$ cat config.mk
export PLATFORM = sky130hd
export DESIGN_NAME = wrcal_seq
export DESIGN_NICKNAME = d
export VERILOG_FILES = /design/src/rtl/wrcal_pkg.sv /design/src/rtl/wrcal_settle.sv /design/src/rtl/wrcal_window.sv /design/src/rtl/wrcal_results.sv /design/src/rtl/wrcal_seq.sv
export SDC_FILE = /design/constraint.sdc
export NUM_CORES = 1
export LEC_CHECK = 0
export BUFFER_PORTS_ARGS = -buffer_cell sky130_fd_sc_hd__buf_2
export CORE_MARGIN = 2
export CORE_UTILIZATION = 45
export DETAILED_ROUTE_END_ITERATION = 7
export HOLD_SLACK_MARGIN = 0.05
export PLACE_DENSITY = 0.67
export SYNTH_ARGS = -nofsm -noshare
export SYNTH_HDL_FRONTEND = slang
export SYNTH_HIERARCHICAL = 1
export SYNTH_SLANG_ARGS = --single-unit
$ cat constraint.sdc
create_clock -name clk -period 3.7 [get_ports clk]
set_clock_uncertainty 0.05 [all_clocks]
set_input_delay 0 -clock clk [delete_from_list [all_inputs] [get_ports clk]]
set_output_delay 0 -clock clk [all_outputs]
set_load 0.05 [all_outputs]
$ cat src/rtl/wrcal_pkg.sv
package wrcal_pkg;
  typedef enum logic [2:0] {
    ST_IDLE,
    ST_LOAD,
    ST_SETTLE,
    ST_WAIT,
    ST_FINAL,
    ST_RDREQ,
    ST_DONE
  } wrcal_state_e;
endpackage

$ cat src/rtl/wrcal_settle.sv
// Down-counter that paces tap changes: loaded with the settle count, reports zero.
module wrcal_settle #(
  parameter int CNT_W = 8
) (
  input  logic             clk,
  input  logic             rst_n,
  input  logic             load_i,
  input  logic [CNT_W-1:0] cnt_i,
  output logic             zero_o
);
  logic [CNT_W-1:0] cnt_q;

  always_ff @(posedge clk) begin
    if (!rst_n)            cnt_q <= '0;
    else if (load_i)       cnt_q <= cnt_i;
    else if (cnt_q != '0)  cnt_q <= cnt_q - 1'b1;
  end

  assign zero_o = (cnt_q == '0);
endmodule

$ cat src/rtl/wrcal_window.sv
// Tracks first and last passing taps of the current sweep and their midpoint.
module wrcal_window #(
  parameter int TAP_W = 6
) (
  input  logic             clk,
  input  logic             rst_n,
  input  logic             clr_i,
  input  logic             upd_i,
  input  logic             pass_i,
  input  logic [TAP_W-1:0] tap_i,
  output logic             seen_o,
  output logic [TAP_W-1:0] mid_o
);
  logic             seen_q;
  logic [TAP_W-1:0] first_q, last_q;
  logic [TAP_W:0]   sum;

  always_ff @(posedge clk) begin
    if (!rst_n) begin
      seen_q  <= 1'b0;
      first_q <= '0;
      last_q  <= '0;
    end else if (clr_i) begin
      seen_q  <= 1'b0;
    end else if (upd_i && pass_i) begin
      if (!seen_q) first_q <= tap_i;
      last_q <= tap_i;
      seen_q <= 1'b1;
    end
  end

  assign sum    = {1'b0, first_q} + {1'b0, last_q};
  assign mid_o  = sum[TAP_W:1];
  assign seen_o = seen_q;
endmodule

$ cat src/rtl/wrcal_results.sv
// Per-lane final tap store with a read port.
module wrcal_results #(
  parameter int LANES     = 4,
  parameter int TAP_W     = 6,
  parameter int LANE_W    = 2,
  parameter int RESET_TAP = 32
) (
  input  logic              clk,
  input  logic              rst_n,
  input  logic              wr_en_i,
  input  logic [LANE_W-1:0] wr_lane_i,
  input  logic [TAP_W-1:0]  wr_tap_i,
  input  logic [LANE_W-1:0] rd_lane_i,
  output logic [TAP_W-1:0]  rd_tap_o
);
  localparam logic [TAP_W-1:0] RST_V = TAP_W'(RESET_TAP);

  logic [TAP_W-1:0] store_q [LANES];

  for (genvar g = 0; g < LANES; g++) begin : g_lane
    always_ff @(posedge clk) begin
      if (!rst_n)
        store_q[g] <= RST_V;
      else if (wr_en_i && (int'(wr_lane_i) == g))
        store_q[g] <= wr_tap_i;
    end
  end

  assign rd_tap_o = (int'(rd_lane_i) < LANES) ? store_q[rd_lane_i] : RST_V;
endmodule

$ cat src/rtl/wrcal_seq.sv
module wrcal_seq #(
  parameter int LANES       = 4,
  parameter int TAP_W       = 6,
  parameter int TAP_LIMIT   = 63,
  parameter int DEFAULT_TAP = 32,
  parameter int SETTLE_W    = 8,
  parameter int LANE_W      = (LANES > 1) ? $clog2(LANES) : 1
) (
  input  logic                clk,
  input  logic                rst_n,
  input  logic                start_i,
  input  logic                mode_i,
  input  logic [SETTLE_W-1:0] settle_i,
  output logic [LANE_W-1:0]   lane_o,
  output logic [TAP_W-1:0]    tap_o,
  input  logic                cmp_valid_i,
  input  logic                cmp_pass_i,
  output logic                cmp_ready_o,
  output logic                rdcal_req_o,
  input  logic                rdcal_ack_i,
  output logic                done_o,
  output logic                err_o,
  input  logic [LANE_W-1:0]   rd_lane_i,
  output logic [TAP_W-1:0]    rd_tap_o
);
  import wrcal_pkg::*;

  localparam logic [TAP_W-1:0]  LIM       = TAP_W'(TAP_LIMIT);
  localparam logic [TAP_W-1:0]  DEF       = TAP_W'(DEFAULT_TAP);
  localparam logic [LANE_W-1:0] LAST_LANE = LANE_W'(LANES - 1);

  wrcal_state_e      state_q;
  logic [LANE_W-1:0] lane_q;
  logic [TAP_W-1:0]  tap_q;
  logic              err_q;

  logic accept, at_lim, edge_hit, sweep_end, step, start_ok, leave_load;
  logic cnt_load, cnt_zero, win_seen, res_we;
  logic [TAP_W-1:0] win_mid, final_tap;

  assign start_ok   = start_i && (state_q == ST_IDLE || state_q == ST_DONE);
  assign accept     = (state_q == ST_WAIT) && cmp_valid_i;
  assign at_lim     = (tap_q >= LIM);
  assign edge_hit   = accept && !cmp_pass_i && win_seen;
  assign sweep_end  = accept && (edge_hit || at_lim);
  assign step       = accept && !sweep_end;
  assign leave_load = (state_q == ST_LOAD) && (mode_i || cnt_zero);
  assign cnt_load   = start_ok || leave_load || step ||
                      ((state_q == ST_FINAL) && (lane_q != LAST_LANE));
  assign res_we     = (state_q == ST_FINAL);
  assign final_tap  = win_seen ? win_mid : DEF;

  wrcal_settle #(.CNT_W(SETTLE_W)) u_settle (
    .clk    (clk),
    .rst_n  (rst_n),
    .load_i (cnt_load),
    .cnt_i  (settle_i),
    .zero_o (cnt_zero)
  );

  wrcal_window #(.TAP_W(TAP_W)) u_window (
    .clk    (clk),
    .rst_n  (rst_n),
    .clr_i  (leave_load),
    .upd_i  (accept),
    .pass_i (cmp_pass_i),
    .tap_i  (tap_q),
    .seen_o (win_seen),
    .mid_o  (win_mid)
  );

  wrcal_results #(
    .LANES(LANES), .TAP_W(TAP_W), .LANE_W(LANE_W), .RESET_TAP(DEFAULT_TAP)
  ) u_results (
    .clk       (clk),
    .rst_n     (rst_n),
    .wr_en_i   (res_we),
    .wr_lane_i (lane_q),
    .wr_tap_i  (final_tap),
    .rd_lane_i (rd_lane_i),
    .rd_tap_o  (rd_tap_o)
  );

  always_ff @(posedge clk) begin
    if (!rst_n) begin
      state_q <= ST_IDLE;
      lane_q  <= '0;
      tap_q   <= DEF;
      err_q   <= 1'b0;
    end else begin
      unique case (state_q)
        ST_IDLE, ST_DONE: begin
          if (start_ok) begin
            state_q <= ST_LOAD;
            lane_q  <= '0;
            tap_q   <= DEF;
            err_q   <= 1'b0;
          end
        end
        ST_LOAD: begin
          if (leave_load) begin
            tap_q   <= '0;
            state_q <= ST_SETTLE;
          end
        end
        ST_SETTLE: begin
          if (cnt_zero) state_q <= ST_WAIT;
        end
        ST_WAIT: begin
          if (sweep_end) begin
            state_q <= ST_FINAL;
          end else if (step) begin
            tap_q   <= tap_q + 1'b1;
            state_q <= ST_SETTLE;
          end
        end
        ST_FINAL: begin
          if (!win_seen) err_q <= 1'b1;
          if (lane_q == LAST_LANE) begin
            tap_q   <= final_tap;
            state_q <= ST_RDREQ;
          end else begin
            lane_q  <= lane_q + 1'b1;
            tap_q   <= DEF;
            state_q <= ST_LOAD;
          end
        end
        ST_RDREQ: begin
          if (rdcal_ack_i) state_q <= ST_DONE;
        end
        default: state_q <= ST_IDLE;
      endcase
    end
  end

  assign lane_o      = lane_q;
  assign tap_o       = tap_q;
  assign err_o       = err_q;
  assign cmp_ready_o = (state_q == ST_WAIT);
  assign rdcal_req_o = (state_q == ST_RDREQ);
  assign done_o      = (state_q == ST_DONE);
endmodule

==> impl_metrics.tcl, run 1 <==
set metrics [dict create \
    cts_buffer_depth 2 \
    maxCapViolCount 0 \
    antenna_found_initial 0 \
    overflow 0 \
    grt_pass1_wl_um 11410 \
    max-slew-margin-rel_pct 40.93 \
    cpPeakStageDelay_ps 540 \
    period_share_pct 73.15 \
    final_common_cell "buf_2" \
    drive_gt1_share_pct 18.85 \
    synth_edf_count 24 \
    critPathCaptureType "flip-flop" \
    async_flop_share_pct 0 \
    hold_ws_ps 77.22 \
    wl_per_cell_um 14.68 \
    cts_htree_levels 3 \
    worstPathMaxFanout 11 \
    rows 30 \
    drc 0 \
    die_h_um 88.75 \
    period_needed_ps 2707 \
    outcome "finished clean" \
    start_util_pct 47.05 \
    synth_fp_nets 343 \
    final_util_pct 54.79 \
    cts_buffers 9 \
    crit_buf_inv 1 \
    synth.area.top_cells "edfxtp_1, dfxtp_1, and2_1" \
    io_pins 35 \
    ys.flop_type "dfxtp_1" \
    cts_root_buf "clkbuf_8" \
    ant_nets 0 \
    final-hold-violation-count 0 \
    antenna_cells 0 \
    ys_seq_area_share_pct 42.74 \
    p_leak_uw 0.001462 \
    dr.pass1.iters 5 \
    place_congestion 0.8095 \
    syn-instance-count 317 \
    tns_ps 0 \
    clkLatencyLatePin_ps 330 \
    fin_nets 387 \
    power_uw 2046 \
    synth_area_sq_um 3232 \
    synth_area_leader_cell "edfxtp_1" \
    vias 2529 \
    dieArea_sq_um 7876 \
    slew_violations 0 \
    max-vdd-ir-drop_mv 0.4019 \
    worstPathCellList "nor4_4, and4bb_1, nor2_1, nor3_1, a211o_1, inv_1, o21ai_0, a311oi_2" \
    crit_slowest_cell "and4bb_1" \
    crit_family "simple AND/OR/NAND/NOR gates" \
    grt_pass1_vias 2415 \
    yosysTopAreaCellShare_pct 22.30 \
    die_x_um 88.75 \
    tightestPinTransition_ps 876.8 \
    cts_resized 0 \
    syn2layout_area_growth_pct 16.45 \
    hp-class "in -> reg" \
    viasPerCell 5.474 \
    finalWirelength_um 6780 \
    critPathKind "reg -> reg" \
    cts_tree "done" \
    cts_sinks 57 \
    max_freq_mhz 369.5 \
    grt_usage_pct 18.80 \
    synth_warnings 6 \
    crit_required_ps 3850 \
    drtIter0Drc 80 \
    core_sq_um 6869 \
    cp.arrival_ps 2860 \
    rsz0062_at_grt "false" \
    portBuffers 34 \
    setup_viol 0 \
    path_clk_slew_ps 70 \
    power_density_nw_per_um2 543.5 \
    dpl.hpwl_um 4815 \
    grt_max_degree 38 \
    mostFrequentLayoutCells "buf_2, dfxtp_1, and2_1" \
    dp_cells 435 \
    syn_area_per_cell_sq_um 10.20 \
    finalNonFillerCells 462 \
    start_kind "flip-flop" \
    ys_types 62 \
    synth-seq-cells 57 \
]
==> area by class of cell <==
class,count,area [sq um]
multi-input cells,237,1723
clock inverters,7,93.84
flip-flops and latches,57,1381
fillers,606,3105
inverters,11,41.29
clock buffers,9,123.9
repair buffers,45,280.3
well taps,96,120.1
==> tightest hold or removal path, stage by stage <==
cell and delay (ps):
buf_2 100, nor3_1 70, a221oi_1 230
==> path summary, 6_finish.rpt <==
kind	depth (start not counted)	startpoint	slack (ps)	end
max	8	u_settle/cnt_q[3]	990	u_settle/cnt_q[1]
min	3	mode_i	80	state_q[1]
max reg2reg	8	u_settle/cnt_q[3]	990	u_settle/cnt_q[1]
min reg2reg	2	err_o	440	err_o
==> flip-flops by register name (all words and copies together) (netlist names) <==
name / cells
lane_o: 2
u_results/store_q: 24
err_o: 1
u_window/seen_o: 1
tap_o: 6
u_window/last_q: 6
u_settle/cnt_q: 8
state_q: 3
u_window/first_q: 6
==> cell families (layout without fill, tap and decap cells) <==
| logic type | Yosys count | in the layout | synth area share (%) |
|---|---|---|---|
| simple gates | 127 | 127 | 24.12 |
| compound gates | 80 | 80 | 16.96 |
| flops | 57 | 57 | 42.74 |
| buf+inv | 23 | 72 | 3.949 |
| mux | 13 | 13 | 6.349 |
| fa+ha+maj | 9 | 9 | 3.717 |
| xor+xnor | 8 | 8 | 2.168 |
==> Yosys cell counts (all sizes together) (3+ instances only) <==
library cell	n
xnor2	6
nor3	5
a21oi	14
dfxtp	33
buf	9
a211oi	4
and4bb	3
nor3b	5
edfxtp	24
mux4	6
mux2i	7
clkbuf	3
nor2b	10
and2	27
nand2b	14
inv	10
o31ai	7
a21boi	6
nand3	15
ha	8
nand2	22
nor2	11
o21ai	24
==> where the power goes <==
part	switching [uW]	internal [uW]	leakage, uW	total (uW)
Combinational	333	237	0.000854	571
Clock	260	378	0.000106	638
Sequential	115	722	0.000502	836
Total	708	1340	0.00146	2050
==> metal layers <==
metal	GRT usage, %	part of all wire, %
met4	6.887	1.3
met3	4.571	3.7
met1	23.57	46
met2	31.41	49
met5	0	0
==> stage by stage <==
step / setup slack (ps) / cell area [sq um]
CTS: 993.7 / 3764
detailed placement: 1009 / 3436
global route: 738.4 / 3764
floorplan: 1297 / 3232
global placement: 1031 / 3436
finish: 993.4 / 3764
==> what timing repair did <==
| action | CTS | global route |
|---|---|---|
| setup buffers | 0 | 0 |
| hold buffers | 11 | 0 |
| hold endpoints to repair | 11 | 0 |
Power figures use the tool's default switching activity.
==> inputs of run 2 (changes only) <==
PLACE_DENSITY = 0.69   (was 0.67)
clock period = 2.2 ns   (was 3.7 ns; I/O delays follow)
==> run 2 against run 1 <==
Hold slack worse by 2.0 ps. Clock-buffer cell count is the same. Critical endpoint is now tap_o[5]. Cell area is 7.9% higher. Sequential share of layout area down 2.4 points. Critical path type unchanged. Register-to-register slack lost 950 ps.
==> impl_metrics.tcl, run 2 (synthesis results as in run 1) <==
set metrics [dict create \
    outcome "finished clean" \
    fin_nets 417 \
    start_kind "flip-flop" \
    start_util_pct 47.05 \
    max_flop_register "u_results/store_q" \
    vias 2667 \
    grt_max_degree 29 \
    viasPerCell 5.421 \
    critPathKind "reg -> reg" \
    max-slew-margin-rel_pct 71.16 \
    hold-path-cell-count 4 \
    cts_buffers 9 \
    dp_cells 464 \
    rsz0062_at_grt "true" \
    antenna_cells 0 \
    cts_htree_levels 3 \
    wl_per_cell_um 14.84 \
    crit_required_ps 2370 \
    clkLatencyLatePin_ps 330 \
    largest_register_ffs 24 \
    multiInputGateArea_sq_um 1794 \
    drive_gt1_share_pct 31.06 \
    drc 0 \
    syn2layout_area_growth_pct 25.63 \
    max-vdd-ir-drop_mv 0.7227 \
    cts_tree "done" \
    rows 30 \
    io_pins 35 \
    fin_ws_ps 41.78 \
    ff2ff_path_depth 9 \
    final_common_cell "buf_2" \
    die_h_um 88.75 \
    p_leak_uw 0.001616 \
    critPathCaptureType "flip-flop" \
    power_uw 3574 \
    worstPathMaxFanout 2 \
    final-hold-violation-count 0 \
    dr.pass1.iters 4 \
    filler_cell_count 592 \
    tns_ps 0 \
    cts_buffer_depth 2 \
    maxCapViolCount 0 \
    hp-class "in -> reg" \
    cts_sinks 57 \
    cts_root_buf "clkbuf_8" \
    overflow 0 \
    r2r_setup_slack_ps 40 \
    place_ws_ps -0.2403 \
    reg_top3 "u_results/store_q x24, u_settle/cnt_q x8" \
    slew_violations 0 \
    ant_nets 0 \
    regArea_sq_um 1391 \
    mostFrequentLayoutCells "buf_2, buf_4, dfxtp_1" \
    finalWirelength_um 7299 \
    antenna_found_initial 0 \
    setup_viol 0 \
    hold_ws_ps 75.21 \
    path_clk_slew_ps 70 \
    power_density_nw_per_um2 880.3 \
    period_needed_ps 2158 \
    core_sq_um 6869 \
    dpl.hpwl_um 5194 \
    grt_usage_pct 20.21 \
    period_share_pct 98.10 \
    portBuffers 34 \
    place_congestion 0.8933 \
    grt_pass1_vias 2599 \
    dieArea_sq_um 7876 \
    tightestPinTransition_ps 421.7 \
    die_x_um 88.75 \
    grt_pass1_wl_um 12230 \
    max_freq_mhz 463.3 \
    finalNonFillerCells 492 \
    cp.arrival_ps 2330 \
    drtIter0Drc 176 \
]
run 2: metal layers:
metal / GRT usage, % / part of all wire [%]
met5: 0 / 0
met4: 8.815 / 0.81
met3: 3.545 / 2.9
met2: 33.51 / 50
met1: 25.83 / 46
run 2: report_power, final:
part | leakage, uW | total (uW) | internal, uW | switching (uW)
logic | 0.00102 | 1270 | 560 | 714
registers | 0.000505 | 1350 | 1220 | 124
clock network | 0.0000929 | 955 | 520 | 435
run 2: worst max-delay path: stages (launching register included):
cell and delay [ps]:
dfxtp_1 310, and2_4 160, fa_2 400, a211oi_2 190, o21bai_1 100, a21o_2 220, nand2b_4 140, o21ai_2 120
o31ai_2 80, a221o_1 290
run 2: worst paths after layout:
kind                           start         end
hold / removal           cmp_valid_i  state_q[1]
setup / recovery  u_window/last_q[0]    tap_o[5]
setup reg to reg  u_window/last_q[0]    tap_o[5]
hold reg to reg                err_o       err_o
run 2: area by class of cell:
class                      count  area share [%]
multi-input combinational    237           44.19
clock buffer                   9           3.051
timing repair buffer          75           12.70
sequential                    57           34.27
tap                           96           2.958
clock inverter                 7           1.757
inverter                      11           1.079
run 2: metrics by stage:
stage / cell area [sq um] / util [%]
final: 4060 / 59.11
after global routing: 4060 / 59.11
after CTS: 3974 / 57.85
after detailed placement: 3674 / 53.48
after global placement: 3674 / 53.48
after floorplan: 3239 / -
run 2: what timing repair did:
item,in CTS,in global routing
endpoints found under the setup margin,1,26
hold endpoints to repair,10,0
gates resized for setup,1,24
hold buffers,10,0
pin swaps,0,5
setup buffers,0,2
